[config.mk]
export PLATFORM = sky130hd
export DESIGN_NAME = cfg_access_decoder
export DESIGN_NICKNAME = d
export VERILOG_FILES = /design/src/rtl/cfg_pkg.sv /design/src/rtl/cfg_addr_latch.sv /design/src/rtl/cfg_func_regs.sv /design/src/rtl/cfg_resp_fsm.sv /design/src/rtl/cfg_access_decoder.sv
export SDC_FILE = /design/constraint.sdc
export NUM_CORES = 1
export LEC_CHECK = 0
export ABC_AREA = 1
export BUFFER_PORTS_ARGS = -buffer_cell sky130_fd_sc_hd__buf_2
export CORE_AREA = 2 2 88 174
export CTS_BUF_LIST = sky130_fd_sc_hd__clkbuf_4 sky130_fd_sc_hd__clkbuf_8
export CTS_CLUSTER_DIAMETER = 80
export DETAILED_ROUTE_END_ITERATION = 16
export DIE_AREA = 0 0 90 176
export PLACE_DENSITY = 0.63
export SLEW_MARGIN = 20
export SYNTH_ARGS = -nofsm -noshare
export SYNTH_HDL_FRONTEND = slang
export SYNTH_SLANG_ARGS = --single-unit
[constraint.sdc]
create_clock -name clk -period 2.39 [get_ports clk]
set_input_delay 0 -clock clk [delete_from_list [all_inputs] [get_ports clk]]
set_output_delay 0 -clock clk [all_outputs]
set_load 0.05 [all_outputs]
[src/rtl/cfg_pkg.sv]
package cfg_pkg;
    typedef enum logic [0:0] {
        ST_IDLE = 1'b0,
        ST_RESP = 1'b1
    } resp_state_e;

    typedef struct packed {
        logic [4:0] dev;
        logic [2:0] fn;
        logic [5:0] dword;
    } cfg_sel_t;

    localparam logic [31:0] LATCH_KEEP = 32'h80FF_FFFC;
    localparam logic [7:0]  OFS_ID     = 8'h00;
    localparam logic [7:0]  OFS_CMDSTS = 8'h04;
    localparam logic [7:0]  OFS_CTRL   = 8'h4C;
    localparam logic [7:0]  OFS_TUNE   = 8'h40;
    localparam logic [7:0]  HDR_LIMIT  = 8'h40;
endpackage

[src/rtl/cfg_addr_latch.sv]
module cfg_addr_latch #(
    parameter int DATA_W = 32
) (
    input  logic              clk,
    input  logic              rst_n,
    input  logic              wr_en,
    input  logic [DATA_W-1:0] lane_mask,
    input  logic [DATA_W-1:0] wdata,
    output logic [DATA_W-1:0] latch_q
);
    import cfg_pkg::*;

    always_ff @(posedge clk) begin
        if (!rst_n) begin
            latch_q <= '0;
        end else if (wr_en) begin
            latch_q <= ((latch_q & ~lane_mask) | (wdata & lane_mask)) & LATCH_KEEP;
        end
    end
endmodule

[src/rtl/cfg_func_regs.sv]
module cfg_func_regs #(
    parameter int          DATA_W  = 32,
    parameter logic [31:0] HOST_ID = 32'h0C11_1AB5,
    parameter logic [31:0] GFX_ID  = 32'h0C12_1AB5
) (
    input  logic              clk,
    input  logic              rst_n,
    input  cfg_pkg::cfg_sel_t sel,
    input  logic              wr_en,
    input  logic [DATA_W-1:0] lane_mask,
    input  logic [DATA_W-1:0] wdata,
    input  logic              ecc_err,
    output logic [DATA_W-1:0] rdata,
    output logic              serr_en,
    output logic              ecc_flag
);
    import cfg_pkg::*;

    localparam logic [DATA_W-1:0] ONES = '1;

    logic [DATA_W-1:0] ctrl_q;
    logic [DATA_W-1:0] tune_q;
    logic [7:0]        ofs;
    logic              is_host, is_tune, is_gfx;

    assign ofs     = {sel.dword, 2'b00};
    assign is_host = (sel.dev == 5'd0) && (sel.fn == 3'd0);
    assign is_tune = (sel.dev == 5'd0) && (sel.fn == 3'd1) && ctrl_q[0];
    assign is_gfx  = (sel.dev == 5'd1) && (sel.fn == 3'd0);

    always_ff @(posedge clk) begin
        if (!rst_n) begin
            ctrl_q   <= '0;
            tune_q   <= '0;
            serr_en  <= 1'b0;
            ecc_flag <= 1'b0;
        end else begin
            if (wr_en && is_host && ofs == OFS_CTRL)
                ctrl_q <= (ctrl_q & ~lane_mask) | (wdata & lane_mask);
            if (wr_en && is_tune && ofs == OFS_TUNE)
                tune_q <= (tune_q & ~lane_mask) | (wdata & lane_mask);
            if (wr_en && is_host && ofs == OFS_CMDSTS && lane_mask[8])
                serr_en <= wdata[8];
            if (ecc_err)
                ecc_flag <= 1'b1;
            else if (wr_en && is_host && ofs == OFS_CMDSTS && lane_mask[30] && wdata[30])
                ecc_flag <= 1'b0;
        end
    end

    always_comb begin
        rdata = ONES;
        if (is_host) begin
            unique case (ofs)
                OFS_ID:     rdata = HOST_ID;
                OFS_CMDSTS: rdata = {1'b0, ecc_flag, 21'd0, serr_en, 8'd0};
                OFS_CTRL:   rdata = ctrl_q;
                default:    rdata = ONES;
            endcase
        end else if (is_tune) begin
            if (ofs == OFS_TUNE) rdata = tune_q;
            else                 rdata = ONES;
        end else if (is_gfx) begin
            if (ofs == OFS_ID) rdata = GFX_ID;
            else               rdata = ONES;
        end
    end
endmodule

[src/rtl/cfg_resp_fsm.sv]
module cfg_resp_fsm #(
    parameter int DATA_W = 32
) (
    input  logic              clk,
    input  logic              rst_n,
    input  logic              rd_req,
    input  logic [DATA_W-1:0] rd_word,
    output logic              rd_valid,
    output logic [DATA_W-1:0] rd_data
);
    import cfg_pkg::*;

    resp_state_e       state_q, state_d;
    logic [DATA_W-1:0] word_q;

    always_ff @(posedge clk) begin
        if (!rst_n) begin
            state_q <= ST_IDLE;
            word_q  <= '0;
        end else begin
            state_q <= state_d;
            if (rd_req) word_q <= rd_word;
        end
    end

    always_comb begin
        state_d = state_q;
        unique case (state_q)
            ST_IDLE: if (rd_req)  state_d = ST_RESP;
            ST_RESP: if (!rd_req) state_d = ST_IDLE;
            default: state_d = ST_IDLE;
        endcase
    end

    always_comb begin
        rd_valid = (state_q == ST_RESP);
        rd_data  = rd_valid ? word_q : '0;
    end
endmodule

[src/rtl/cfg_access_decoder.sv]
module cfg_access_decoder #(
    parameter int                    IO_ADDR_W = 16,
    parameter int                    DATA_W    = 32,
    parameter logic [IO_ADDR_W-1:0]  ADDR_PORT = 16'h0CF8,
    parameter logic [IO_ADDR_W-1:0]  DATA_PORT = 16'h0CFC,
    parameter logic [31:0]           HOST_ID   = 32'h0C11_1AB5,
    parameter logic [31:0]           GFX_ID    = 32'h0C12_1AB5
) (
    input  logic                 clk,
    input  logic                 rst_n,
    input  logic                 io_strobe,
    input  logic                 io_write,
    input  logic [IO_ADDR_W-1:0] io_addr,
    input  logic [DATA_W/8-1:0]  io_be,
    input  logic [DATA_W-1:0]    io_wdata,
    input  logic                 ecc_err,
    output logic                 fwd_strobe,
    output logic                 rd_valid,
    output logic [DATA_W-1:0]    rd_data,
    output logic                 serr_n
);
    import cfg_pkg::*;

    localparam int BE_W = DATA_W / 8;

    logic [DATA_W-1:0] lane_mask;
    logic [DATA_W-1:0] latch_q;
    logic [DATA_W-1:0] func_rdata;
    logic [DATA_W-1:0] rd_word;
    logic              hit_latch, hit_window, claimed;
    logic              serr_en, ecc_flag;
    cfg_sel_t          sel;

    for (genvar i = 0; i < BE_W; i++) begin : g_lane
        assign lane_mask[8*i +: 8] = {8{io_be[i]}};
    end

    assign hit_latch  = (io_addr == ADDR_PORT);
    assign hit_window = (io_addr == DATA_PORT) && latch_q[31] && (latch_q[30:16] == '0);
    assign claimed    = hit_latch || hit_window;
    assign fwd_strobe = io_strobe && !claimed;

    assign sel.dev   = latch_q[15:11];
    assign sel.fn    = latch_q[10:8];
    assign sel.dword = latch_q[7:2];

    assign rd_word = (hit_latch ? latch_q : func_rdata) & lane_mask;
    assign serr_n  = !(serr_en && ecc_flag);

    cfg_addr_latch #(.DATA_W(DATA_W)) u_latch (
        .clk       (clk),
        .rst_n     (rst_n),
        .wr_en     (io_strobe && io_write && hit_latch),
        .lane_mask (lane_mask),
        .wdata     (io_wdata),
        .latch_q   (latch_q)
    );

    cfg_func_regs #(.DATA_W(DATA_W), .HOST_ID(HOST_ID), .GFX_ID(GFX_ID)) u_regs (
        .clk       (clk),
        .rst_n     (rst_n),
        .sel       (sel),
        .wr_en     (io_strobe && io_write && hit_window),
        .lane_mask (lane_mask),
        .wdata     (io_wdata),
        .ecc_err   (ecc_err),
        .rdata     (func_rdata),
        .serr_en   (serr_en),
        .ecc_flag  (ecc_flag)
    );

    cfg_resp_fsm #(.DATA_W(DATA_W)) u_fsm (
        .clk      (clk),
        .rst_n    (rst_n),
        .rd_req   (io_strobe && !io_write && claimed),
        .rd_word  (rd_word),
        .rd_valid (rd_valid),
        .rd_data  (rd_data)
    );
endmodule

==> impl_metrics.ini <==
[drt]
wire_per_inst_um = 16.1
drcViolationCount = 0
vias = 6788
vias_per_cell = 5.12
routed_wl_um = 21400
drt_iter0_markers = 443
postRouteAntennaNets = 0
drt_first_pass_iters = 5

[worst_setup_path]
crit_chain = nor2_2 > nand2_2 > nor2_1 > nand2_1 > inv_2 > buf_4 > nand4_1 > nand2_1 > a21oi_1 > dlygate4sd3_1
path_common_cell = nand2_1
rr_endpoint = u_regs.ecc_flag
critPathCaptureType = flop
cp_slowest_cell = dlygate4sd3_1
arrival_ps = 2440
slowest_delay_ps = 580
crit_fanout = 11
crit_path_end = u_regs.ecc_flag
path_class = flop to flop
r2r_cells = 10
cp.required_ps = 2730
cp-start-kind = flop
reg2reg_slack_ps = 290

[sta]
fin_tns_setup_ps = 0
fin_crit_sh = 0.879
tightest_slew_ps = 615
hold-worst-slack_ps = 27.4
finalSetupViolCount = 0
hold_violations = 0
max_clock_freq_mhz = 476
slew_violations = 0
rsz0062_at_grt = no
fin_skew_ps = 11.1
maxSlewHeadroom = 0.590
finalCriticalPeriod_ps = 2100

[cts]
cts_htree_levels = 4
cts-root-buf = clkbuf_8
numCtsBuffers = 17
worstSkewPairLatency_ps = 460
post_cts_buffers = 0
cts_tree = yes
cts_buffer_depth = 2
clkTransAtPathRegs_ps = 70
clock_sink_count = 122

[die]
start_util = 0.441
coreArea_um2 = 14400
fp.dieH_um = 176
dieArea_um2 = 15800
ioPinCount = 92
die_w_um = 90
rows = 62

[global_routing]
gr-total-overflow = 0
grt_pass1_wl_um = 32800
grt_pass1_vias = 6472
antenna_found_initial = 0
grt_max_degree = 39
grt_usage = 0.269

[synthesis]
synth_warnings = 0
synth_cell_type_count = 27
syn_inst = 1007
synthesis.nets = 1064
synth-seq-cells = 122
synth_area_um2 = 6360
synth.avg_cell_area_um2 = 6.31
seq_area_frac_synth = 0.384

[placement]
place_area_um2 = 6970
dp.cells = 1257
io_buffer_count = 91
hpwl_um = 16000
finalWeightedCongestion = 0.920

[power_and_ir_drop]
leakage_nw = 3.95
peakVddDrop_mv = 0.385
fin_total_pwr_w = 0.00442
powerDensity_nw_per_um2 = 566

[cells_and_area]
fill_cells = 1570
final_area_um2 = 7810
final-seq-area_um2 = 2440
antenna_cells = 0
multi_input_area_um2 = 3170
syn2layout_area_growth_pct = 22.8
nets = 1179
final_cells = 1327
drive_gt1_frac = 0.152

[worst_hold_path]
worstHoldPathType = input port to flop
hold_path.startpoint = io_be[0]

[flow_run]
maxCapViolations = 0

[status]
status = finished clean
-- logic make-up (layout without fill, tap and decap cells) --
logic type / count (synthesis) / count (layout) / share of synthesized area
and+or+nand+nor: 583 / 583 / 0.406
buffers and inverters: 189 / 317 / 0.117
DFF: 122 / 122 / 0.384
AOI/OAI and AO/OA: 113 / 113 / 0.0921
-- per-stage QoR --
step / worst slack, ps / util
global placement: 374 / 0.483
finish: 289 / 0.541
floorplan: 831 / -
global route: 124 / 0.541
CTS: 305 / 0.541
detailed placement: 336 / 0.483
-- cell usage in the layout, fill, tap and decap left out --
cell type and instances:
nor2_1 186, clkbuf_8 21, nand2_2 4, dfxtp_1 122
nand2_1 239, buf_2 90, clkinv_2 3, dlygate4sd3_1 38
clkinvlp_4 3, nand3_1 82, o22ai_1 4, clkinv_4 1
nand3_2 1, a21boi_0 1, buf_4 13, nand4_1 42
inv_1 135, nor3_4 7, o21ai_1 23, inv_2 7
buf_12 2, o211ai_1 3, nor3_1 6, nor2_2 9
a21oi_1 30, bufinv_16 4, nor2_4 6, o21ai_0 50
nand2_4 1, a211oi_1 1, o31ai_1 1
-- worst min-delay path by stage --
stage | endpoint | slack, ps | cells past startpoint
final | flop | 30 | 4
after global routing | flop | 30 | 4
after CTS | flop | 9 | 4
after detailed placement | u_regs.ecc_flag | 250 | 3
after global placement | u_regs.ecc_flag | 240 | 3
after floorplan | u_regs.ecc_flag | 130 | 2
-- final cells by class --
class	instances	share of cell area
flip-flops and latches	122	0.313
multi-input cells	696	0.406
clock buffers	21	0.0370
clock inverters	11	0.0213
well taps	192	0.0308
inverters	142	0.0683
repair buffers	143	0.124
-- metal layers --
| layer | GRT usage | vias to the layer above | routed length, um |
|---|---|---|---|
| li1 | - | 3396 | - |
| met1 | 0.248 | 3102 | 7150 |
| met2 | 0.525 | 209 | 12000 |
| met3 | 0.0427 | 81 | 773 |
| met4 | 0.190 | 0 | 1480 |
| met5 | 0 | - | 0 |
-- critical path, delay by kind of cell, from the launching register on --
family                 cells  cell delay, ps
and+or+nand+nor            6             690
AOI/OAI and AO/OA          1              50
DFF                        1             320
buffers and inverters      3             910
-- cell usage after synthesis, drive strengths merged --
cell	n	share of area
a21boi	1	0.0012
a211oi	1	0.0012
o21ai	73	0.057
o211ai	3	0.0035
clkbuf	26	0.015
a21oi	30	0.024
o31ai	1	0.0012
nor2	201	0.13
nor3	13	0.023
nand3	83	0.066
dfxtp	122	0.38
buf	21	0.018
nand2	244	0.15
nand4	42	0.041
inv	142	0.084
o22ai	4	0.0039
-- what timing repair did --
item                                    4_1_cts  5_1_grt
endpoints found under the setup margin        0        0
hold buffers                                 38        0
hold endpoints to repair                     95        0
resized for setup                             0        0
-- report_power, final --
| group | leakage, nW | total [W] | switching [W] | internal [W] |
|---|---|---|---|---|
| sequential | 0.982 | 0.00203 | 0.000000851 | 0.00203 |
| combinational | 2.75 | 0.000263 | 0.000159 | 0.000104 |
| clock | 0.224 | 0.00212 | 0.000879 | 0.00124 |
Note: power is estimated with default switching activity, not from simulation.
